<file path="config.mk">
export PLATFORM = sky130hd
export DESIGN_NAME = door_access_ctrl
export DESIGN_NICKNAME = d
export VERILOG_FILES = /design/src/rtl/door_access_pkg.sv /design/src/rtl/card_decoder.sv /design/src/rtl/key_matcher.sv /design/src/rtl/access_judge.sv /design/src/rtl/verdict_hold.sv /design/src/rtl/door_access_ctrl.sv
export SDC_FILE = /design/constraint.sdc
export NUM_CORES = 1
export LEC_CHECK = 0
export ABC_AREA = 1
export BUFFER_PORTS_ARGS = -buffer_cell sky130_fd_sc_hd__buf_2
export CORE_AREA = 2 2 39 41
export DETAILED_ROUTE_END_ITERATION = 7
export DIE_AREA = 0 0 41 43
export SYNTH_ARGS = -nofsm -noshare
export SYNTH_HDL_FRONTEND = slang
export SYNTH_HIERARCHICAL = 1
export SYNTH_SLANG_ARGS = --single-unit
</file>
<file path="constraint.sdc">
create_clock -name clk -period 0.8 [get_ports clk]
set_input_delay 0 -clock clk [delete_from_list [all_inputs] [get_ports clk]]
set_output_delay 0 -clock clk [all_outputs]
set_load 0.01 [all_outputs]
</file>
<file path="src/rtl/door_access_pkg.sv">
package door_access_pkg;
  localparam int NUM_DOORS = 2;

  typedef enum logic [1:0] {
    CARD_NONE = 2'd0,
    CARD_D1   = 2'd1,
    CARD_D2   = 2'd2,
    CARD_BAD  = 2'd3
  } card_kind_e;

  typedef struct packed {
    logic unlock1;
    logic unlock2;
    logic alarm;
  } verdict_t;
endpackage

</file>
<file path="src/rtl/card_decoder.sv">
module card_decoder
  import door_access_pkg::*;
#(
  parameter int               CARD_W    = 2,
  parameter logic [CARD_W-1:0] CODE_NONE = 2'b00,
  parameter logic [CARD_W-1:0] CODE_D1   = 2'b01,
  parameter logic [CARD_W-1:0] CODE_D2   = 2'b11
) (
  input  logic [CARD_W-1:0] card_code,
  output card_kind_e        kind
);
  always_comb begin
    if (card_code == CODE_NONE)    kind = CARD_NONE;
    else if (card_code == CODE_D1) kind = CARD_D1;
    else if (card_code == CODE_D2) kind = CARD_D2;
    else                           kind = CARD_BAD;
  end
endmodule

</file>
<file path="src/rtl/key_matcher.sv">
module key_matcher #(
  parameter int                        KEY_W   = 3,
  parameter int                        N_CODES = 2,
  parameter logic [N_CODES*KEY_W-1:0]  CODES   = {3'b110, 3'b101}
) (
  input  logic [KEY_W-1:0] key_code,
  output logic             match
);
  logic [N_CODES-1:0] hit;

  for (genvar i = 0; i < N_CODES; i++) begin : g_code
    assign hit[i] = (key_code == CODES[i*KEY_W +: KEY_W]);
  end

  assign match = |hit;
endmodule

</file>
<file path="src/rtl/access_judge.sv">
module access_judge
  import door_access_pkg::*;
(
  input  card_kind_e             kind,
  input  logic [NUM_DOORS-1:0]   door_ok,
  output verdict_t               verdict
);
  always_comb begin
    verdict = '0;
    unique case (kind)
      CARD_NONE: verdict = '0;
      CARD_D1: begin
        verdict.unlock1 = door_ok[0];
        verdict.alarm   = ~door_ok[0];
      end
      CARD_D2: begin
        verdict.unlock2 = door_ok[1];
        verdict.alarm   = ~door_ok[1];
      end
      default: verdict.alarm = 1'b1;
    endcase
  end
endmodule

</file>
<file path="src/rtl/verdict_hold.sv">
module verdict_hold
  import door_access_pkg::*;
(
  input  logic     clk,
  input  logic     rst,
  input  logic     present,
  input  verdict_t next_verdict,
  output verdict_t held
);
  logic present_q;

  always_ff @(posedge clk) begin
    if (rst) begin
      present_q <= 1'b0;
      held      <= '0;
    end else if (!present) begin
      present_q <= 1'b0;
      held      <= '0;
    end else if (!present_q) begin
      present_q <= 1'b1;
      held      <= next_verdict;
    end
  end
endmodule

</file>
<file path="src/rtl/door_access_ctrl.sv">
module door_access_ctrl
  import door_access_pkg::*;
#(
  parameter int                CARD_W       = 2,
  parameter int                KEY_W        = 3,
  parameter int                N_CODES      = 2,
  parameter logic [CARD_W-1:0] CODE_NONE    = 2'b00,
  parameter logic [CARD_W-1:0] CODE_D1      = 2'b01,
  parameter logic [CARD_W-1:0] CODE_D2      = 2'b11,
  parameter logic [N_CODES*KEY_W-1:0] D1_KEYS = {3'b110, 3'b101},
  parameter logic [N_CODES*KEY_W-1:0] D2_KEYS = {3'b011, 3'b101}
) (
  input  logic              clk,
  input  logic              rst,
  input  logic [CARD_W-1:0] card_code,
  input  logic [KEY_W-1:0]  key_code,
  output logic              unlock_d1,
  output logic              unlock_d2,
  output logic              alarm
);
  localparam int KEYSET_W = N_CODES * KEY_W;
  localparam logic [NUM_DOORS*KEYSET_W-1:0] ALL_KEYS = {D2_KEYS, D1_KEYS};

  card_kind_e           kind;
  logic [NUM_DOORS-1:0] door_ok;
  verdict_t             next_verdict;
  verdict_t             held;

  card_decoder #(
    .CARD_W(CARD_W), .CODE_NONE(CODE_NONE), .CODE_D1(CODE_D1), .CODE_D2(CODE_D2)
  ) u_dec (
    .card_code(card_code),
    .kind     (kind)
  );

  for (genvar d = 0; d < NUM_DOORS; d++) begin : g_door
    key_matcher #(
      .KEY_W(KEY_W), .N_CODES(N_CODES),
      .CODES(ALL_KEYS[d*KEYSET_W +: KEYSET_W])
    ) u_match (
      .key_code(key_code),
      .match   (door_ok[d])
    );
  end

  access_judge u_judge (
    .kind   (kind),
    .door_ok(door_ok),
    .verdict(next_verdict)
  );

  verdict_hold u_hold (
    .clk         (clk),
    .rst         (rst),
    .present     (kind != CARD_NONE),
    .next_verdict(next_verdict),
    .held        (held)
  );

  assign unlock_d1 = held.unlock1;
  assign unlock_d2 = held.unlock2;
  assign alarm     = held.alarm;
endmodule

</file>
==> impl_metrics.tcl, run 1 <==
set metrics [dict create \
    synth-async-reset-ratio_pct 0 \
    placed_cells 67 \
    die-height_um 43 \
    finalCriticalPeriod_ps 687 \
    grt_pass1_vias 224 \
    die_w_um 41 \
    globalRoute.totalOverflow 0 \
    n_antenna_cell 0 \
    finalInstanceArea_um2 347 \
    dieArea_mm2 0.00176 \
    worst_hold_path_type "primary input to flip-flop" \
    yosysMostFrequentCell "nand2_1" \
    leakagePower_uw 0.000200 \
    min_period_over_period_pct 85.9 \
    finalSetupTns_ps 0 \
    cts_buffers 3 \
    reg2reg_from "u_hold/present_q$_SDFF_PP0_" \
    viasPerCell 3.70 \
    crit_required_ps 920 \
    yosys-top-cells-count "14 x nand2_1, 10 x inv_1, 7 x nor2_1" \
    maxCapViolations 0 \
    syn2layout_area_growth_pct 40.6 \
    ys_seq_area_share_pct 32.5 \
    grt_max_degree 6 \
    io_pins 10 \
    antenna_found_initial 0 \
    syn_area_per_cell_um2 5.87 \
    nets 65 \
    synth_cells 42 \
    grt_usage_pct 6.72 \
    cp-start-kind "flip-flop" \
    stdcell_count 70 \
    dpl_cell_area_um2 314 \
    path_class "flip-flop to flip-flop" \
    synth-seq-cells 4 \
    cts_resized 0 \
    hold_viol_final 0 \
    placementRows 14 \
    drt_iter0_drc 6 \
    synth_top_area_share_pct 32.5 \
    cts_setup_buffers 0 \
    cp-end-kind "flip-flop" \
    cts_hold_buf 0 \
    critPathMaxStageDelay_ps 370 \
    clock_skew_ps 3.21 \
    synth_flop_cell "dfxtp_1" \
    slowest_stage "dfxtp_1" \
    final_core_util_pct 25.0 \
    cts_tree "built" \
    finalWirelength_um 461 \
    max_slew_margin_pct 90.6 \
    gp_congestion 0.604 \
    setup_viol 0 \
    cp-startpoint "u_hold/present_q$_SDFF_PP0_" \
    peakVddDrop_uv 258 \
    crit_chain "inv_1 > nand2_1 > a21oi_1" \
    rsz0062_at_grt "false" \
    yosysTopAreaCell "dfxtp_1" \
    layout-drive-gt1-share_pct 25.9 \
    synthesis.nets 51 \
    clock_sinks 4 \
    clk_latency_ps 230 \
    drtPass1Iterations 2 \
    yosys_warnings 6 \
    path_max_fanout 4 \
    wl_per_cell_um 6.59 \
    core-area_mm2 0.00138 \
    synth_area_leaders "dfxtp_1 32%, nand2_1 21%, inv_1 15%" \
    grt_pass1_wl_um 738 \
    final_antenna_net_count 0 \
    synth_cell_types 7 \
    synth_edf_count 0 \
    numPortBuffers 9 \
    dpl_worst_slack_ps -141 \
    status "complete, no violations" \
    finalMaxSlewViolations 0 \
    clkTransAtPathRegs_ps 40 \
    power_density_mw_per_mm2 1660 \
    max_freq_ghz 1.45 \
    min_from "rst" \
    worst_pin_slew_ps 140 \
    root_buffer "clkbuf_4" \
    cts.htree.levels 1 \
    start_util_pct 17.8 \
    via_count 259 \
    hpwl_um 370 \
    fill_cells 162 \
    arrival_ps 800 \
    drcViolationCount 0 \
    syn-cell-area_um2 246 \
    clockBufferDepth 2 \
    fin_ws_ps 113 \
]
## where the power goes
part | total [uW] | internal (uW) | switching [uW]
clock network | 249 | 168 | 81.1
registers | 220 | 212 | 7.92
logic | 108 | 45.7 | 62.6
## path summary, 6_finish.rpt
path                            endpoint  cells after the start  slack, ps
min          u_hold/present_q$_SDFF_PP0_                      4         90
max reg2reg  u_hold/held[1]$_SDFFE_PP0N_                      3        110
min reg2reg  u_hold/held[1]$_SDFFE_PP0N_                      2        460
max          u_hold/held[1]$_SDFFE_PP0N_                      3        110
## cells in the final DEF, fill, tap and decap left out
master and instances:
dfxtp_1 4, buf_2 9, nand2_1 14, a21oi_1 4, nor2_1 6, inv_1 10
nor3_2 1, clkbuf_4 3, nor2_4 1, ha_1 2
## layer usage
metal  vias up  wire, um  global-route usage (%)
li1        147         -                       -
met1       107       198                    7.69
met2         5       247                    7.81
met3         0        15                    1.57
met4         0         0                    10.0
met5         -         0                       0
## critical path: cells and delay by family, from the launching register on
kind            cells  cell delay (ps)
simple gates        1               70
flops               1              370
buf+inv             1               80
compound gates      1               50
## cell families (layout without fill, tap and decap cells)
| group | Yosys count | count (layout) | synth area share, % |
|---|---|---|---|
| flip-flops | 4 | 4 | 32.5 |
| buffers and inverters | 10 | 22 | 15.2 |
| AND/OR/NAND/NOR | 22 | 22 | 34.0 |
| AO/OA/AOI/OAI | 4 | 4 | 8.12 |
| adder cells (fa/ha/maj) | 2 | 2 | 10.2 |
## registers in the layout (all words and copies together) (netlist names)
| signal | flops |
|---|---|
| u_hold/held | 3 |
| u_hold/present_q | 1 |
## final cells by class
type | count | area (um2) | area share, %
clock buffers | 3 | 22.5 | 6.50
inverters | 10 | 37.5 | 10.8
multi-input cells | 28 | 141 | 40.8
flip-flops and latches | 4 | 80.1 | 23.1
well taps | 16 | 20.0 | 5.78
repair buffers | 9 | 45.0 | 13.0
## metrics by stage
stage	hold WS, ps	power [uW]
after floorplan	183	289
after global placement	327	324
after detailed placement	322	325
after CTS	80.9	588
after global routing	140	626
final	87.7	577
No activity file was read; power rests on OpenSTA's default activity.
==> inputs of run 2 (changes only) <==
Settings changed: CORE_AREA 2 2 39 41 to 5 5 42 44, DIE_AREA 0 0 41 43 to 0 0 47 49.
==> run 2 against run 1 <==
Against the previous run: critical path depth increased by 5; clock-buffer cell count unchanged; sequential share of layout area increased by 0.34 points; register-to-register slack improved by 30 ps; fmax decreased by 1.5%; hold slack got worse by 19 ps; global-route usage decreased by 1.2 points; clock skew increased by 7.6 ps; via count decreased by 0.77%; largest power group unchanged; core utilization decreased by 0.67 points; combinational power about the same.
==> impl_metrics.tcl, run 2 (same netlist as run 1, synthesis figures left out) <==
set metrics [dict create \
    setup_viol 0 \
    antenna_found_initial 0 \
    layout_common_cells "14 x nand2_1, 10 x inv_1, 9 x buf_2" \
    peakVddDrop_uv 389 \
    worst_pin_slew_ps 156 \
    finalCriticalPeriod_ps 698 \
    final_antenna_net_count 0 \
    layout-drive-gt1-share_pct 24.1 \
    hold_viol_final 0 \
    rsz0062_at_grt "false" \
    arrival_ps 860 \
    root_buffer "clkbuf_4" \
    cts.htree.levels 1 \
    worst_hold_path_type "primary input to flip-flop" \
    core-area_mm2 0.00140 \
    wl_per_cell_um 7.73 \
    crit_end "u_hold/held[0]$_SDFFE_PP0N_" \
    cts_tree "built" \
    placementRows 14 \
    drcViolationCount 0 \
    via_count 257 \
    p_clk_share_pct 44.5 \
    cp-start-kind "primary input" \
    nets 65 \
    status "complete, no violations" \
    cts_buffers 3 \
    cts_hold_buf 0 \
    reg2reg_from "u_hold/present_q$_SDFF_PP0_" \
    power_density_mw_per_mm2 1720 \
    fin_ws_ps 102 \
    finalWirelength_um 541 \
    regMostFlops "u_hold/held" \
    pwr-share-comb_pct 18.2 \
    viasPerCell 3.67 \
    r2r_cells 3 \
    cp-end-kind "flip-flop" \
    dieArea_mm2 0.00230 \
    clkTransAtPathRegs_ps 50 \
    min_period_over_period_pct 87.2 \
    path_max_fanout 5 \
    finalSetupTns_ps 0 \
    numPortBuffers 9 \
    drt_iter0_drc 3 \
    max_slew_margin_pct 89.5 \
    finalMaxSlewViolations 0 \
    power_switching_uw 162 \
    power.internal_uw 426 \
    io_pins 10 \
    globalRoute.totalOverflow 0 \
    n_antenna_cell 0 \
    cts_resized 0 \
    maxCapViolations 0 \
    die-height_um 49 \
    largest_register_ffs 3 \
    max_freq_ghz 1.43 \
    start_util_pct 17.6 \
    hpwl_um 454 \
    largest_registers "u_hold/held: 3 flops, u_hold/present_q: 1 flops" \
    leakagePower_uw 0.000199 \
    die_w_um 47 \
    grt_usage_pct 5.49 \
    crit_required_ps 960 \
    grt_pass1_wl_um 883 \
    clk_latency_ps 240 \
    rrSetupSlack_ps 140 \
    dpl_worst_slack_ps -179 \
    drtPass1Iterations 2 \
    path_class "primary input to flip-flop" \
    clockBufferDepth 2 \
    layout_commonest_cell "nand2_1" \
    seq_power_share_pct 37.3 \
    r2r-end "u_hold/held[0]$_SDFFE_PP0N_" \
    syn2layout_area_growth_pct 38.6 \
    cts_setup_buffers 0 \
    gp_congestion 0.614 \
    grt_max_degree 6 \
    switching_share_pct 27.5 \
    grt_pass1_vias 231 \
    cp-startpoint "card_code[1]" \
    clock_sinks 4 \
    clock_skew_ps 10.8 \
]
[run 2: worst min path at each step]
stage	slack [ps]	startpoint	depth (start not counted)	endpoint
5_1_grt	90	rst	4	u_hold/held[2]$_SDFFE_PP0N_
3_5_place_dp	310	rst	4	u_hold/present_q$_SDFF_PP0_
6_report	70	rst	4	u_hold/held[2]$_SDFFE_PP0N_
2_1_floorplan	180	rst	3	u_hold/present_q$_SDFF_PP0_
4_1_cts	60	rst	4	u_hold/held[1]$_SDFFE_PP0N_
3_3_place_gp	330	rst	4	u_hold/present_q$_SDFF_PP0_
[run 2: per-layer routing]
metal	up-vias	GRT usage, %	wire, um
met1	103	5.91	220
met3	0	2.58	41
met2	7	7.92	279
met5	-	0	0
li1	147	-	-
met4	0	4.15	0
[run 2: through the flow]
step / power [uW] / hold WS, ps / utilization, % / cell area (um2) / cells
2_1_floorplan: 289 / 183 / - / 249 / 42
3_3_place_gp: 324 / 325 / 22.4 / 314 / 67
3_5_place_dp: 328 / 314 / 22.4 / 314 / 67
4_1_cts: 596 / 62.5 / 24.0 / 337 / 70
5_1_grt: 627 / 91.2 / 24.4 / 342 / 70
6_report: 587 / 68.8 / 24.4 / 342 / 70
[run 2: area by class of cell]
type | instances | area, um2
clock buffer | 3 | 22.5
tap | 16 | 20.0
sequential | 4 | 80.1
timing repair buffer | 9 | 45.0
inverter | 10 | 37.5
fill | 179 | 1060
multi-input combinational | 28 | 136
[run 2: power groups by stage]
| stage | sequential, uW | combinational, uW | clock [uW] |
|---|---|---|---|
| 2_1_floorplan | 225 | 63.8 | 0 |
| 3_3_place_gp | 222 | 101 | 0 |
| 3_5_place_dp | 222 | 105 | 0 |
| 4_1_cts | 219 | 106 | 272 |
| 5_1_grt | 220 | 123 | 284 |
| 6_report | 219 | 107 | 261 |
[run 2: critical path, cell delays in order]
cell     delay (ps)
buf_2            80
inv_1            50
ha_1            200
nor2_4          150
nand2_1          70
a21oi_1         120
nand2_1          70
a21oi_1         110
==> inputs of run 3 (changes only) <==
Settings changed: GPL_ROUTABILITY_DRIVEN set to 0.
Clock period 0.8 ns to 0.86 ns, I/O delays scaled along.
==> run 3 against run 2 <==
Against the previous run: flip-flop and latch count stayed put; hold slack better by 17 ps; critical path type is now flip-flop to output pin; power is 10% lower; critical path depth is 7 lower; sequential share of layout area is 0.35 points higher; largest cell class unchanged; core utilization is 0.36 points lower; global-route usage is 0.35 points lower; wire length is 12% lower; combinational power is 12% lower; setup slack better by 68 ps; clock skew is 7.4 ps lower.
==> impl_metrics.tcl, run 3 (same netlist as run 1, synthesis figures left out) <==
set metrics [dict create \
    status "complete, no violations" \
    die_w_um 47 \
    finalWirelength_um 474 \
    crit_family "flip-flops" \
    layout_common_cells "14 x nand2_1, 10 x inv_1, 9 x buf_2" \
    dpl_worst_slack_ps -166 \
    worst_hold_path_type "primary input to flip-flop" \
    clock_skew_ps 3.39 \
    core-area_mm2 0.00140 \
    die-height_um 49 \
    min_period_over_period_pct 80.3 \
    io_pins 10 \
    cts_buffers 3 \
    max_slew_margin_pct 88.2 \
    viasPerCell 3.67 \
    dieArea_mm2 0.00230 \
    layout-drive-gt1-share_pct 24.1 \
    cp-end-kind "output pin" \
    globalRoute.totalOverflow 0 \
    cts_setup_buffers 0 \
    cts.htree.levels 1 \
    via_count 257 \
    drtPass1Iterations 2 \
    worst-path-buf-inv 1 \
    final_core_util_pct 24.0 \
    cp-start-kind "flip-flop" \
    finalMaxSlewViolations 0 \
    rsz0062_at_grt "false" \
    wl_per_cell_um 6.77 \
    maxCapViolations 0 \
    drt_iter0_drc 5 \
    syn2layout_area_growth_pct 36.5 \
    regMostFlops "u_hold/held" \
    finalCriticalPeriod_ps 690 \
    power_density_mw_per_mm2 1570 \
    drcViolationCount 0 \
    largest_registers "u_hold/held: 3 flops, u_hold/present_q: 1 flops" \
    grt_usage_pct 5.14 \
    path_max_fanout 2 \
    peakVddDrop_uv 332 \
    worst_pin_slew_ps 177 \
    arrival_ps 690 \
    cts_tree "built" \
    final_antenna_net_count 0 \
    n_antenna_cell 0 \
    numPortBuffers 9 \
    power_uw 528 \
    fill_cells 181 \
    largest_register_ffs 3 \
    root_buffer "clkbuf_4" \
    crit_required_ps 860 \
    layout_commonest_cell "nand2_1" \
    nets 65 \
    clock_sinks 4 \
    grt_max_degree 6 \
    clk_latency_ps 230 \
    setup_viol 0 \
    critPathMaxStageDelay_ps 320 \
    clockBufferDepth 2 \
    placementRows 14 \
    crit_chain "buf_2" \
    leakagePower_uw 0.000198 \
    slowest_stage "dfxtp_1" \
    max_freq_ghz 1.45 \
    start_util_pct 17.6 \
    hold_viol_final 0 \
    fin_ws_ps 170 \
    grt_pass1_wl_um 876 \
    cts_hold_buf 0 \
    antenna_found_initial 0 \
    grt_pass1_vias 269 \
    clkTransAtPathRegs_ps 40 \
    hpwl_um 417 \
    path_class "flip-flop to output pin" \
]
[run 3: cell types whose count changed in the layout (fill, tap and decap cells not counted)]
| cell | before | now |
|---|---|---|
| nor2_4 | 1 | 0 |
| nor2_2 | 0 | 1 |
[run 3: through the flow]
step | hold slack [ps] | instances | cell area [um2] | TNS (ps)
detailed placement | 324 | 67 | 312 | -450
global placement | 325 | 67 | 312 | -297
floorplan | 183 | 42 | 246 | 0
global route | 96.0 | 70 | 337 | 0
CTS | 80.6 | 70 | 334 | 0
finish | 85.4 | 70 | 337 | 0
[run 3: power breakdown]
group,switching (uW),internal (uW),total (uW)
clock network,74.1,156,230
logic,54.2,39.6,93.8
registers,7.09,197,204
[run 3: worst paths after layout]
| check | slack [ps] | cells after the start | endpoint | startpoint |
|---|---|---|---|---|
| worst min-delay path | 90 | 4 | u_hold/held[0]$_SDFFE_PP0N_ | rst |
| worst max-delay path | 170 | 1 | alarm | u_hold/held[0]$_SDFFE_PP0N_ |
| worst max register to register | 180 | 3 | u_hold/held[2]$_SDFFE_PP0N_ | u_hold/present_q$_SDFF_PP0_ |
| worst min register to register | 450 | 2 | u_hold/held[2]$_SDFFE_PP0N_ | u_hold/held[2]$_SDFFE_PP0N_ |
[run 3: metal layers]
layer	global-route usage (%)	routed length (um)	share of wire, %
met1	5.26	191	40
met2	8.14	249	53
met3	1.48	33	7.0
met4	4.15	0	0
met5	0	0	0
[run 3: layout make-up]
class / instances / area (um2) / share of cell area (%)
multi-input cells: 28 / 131 / 39.0
flip-flops and latches: 4 / 80.1 / 23.8
repair buffers: 9 / 45.0 / 13.4
inverters: 10 / 37.5 / 11.2
clock buffers: 3 / 22.5 / 6.69
well taps: 16 / 20.0 / 5.95
[run 3: timing repair]
| action | in CTS | in global routing |
|---|---|---|
| setup endpoints to repair | 0 | 2 |
| resized for setup | 0 | 1 |
| endpoints found under the hold margin | 0 | 0 |
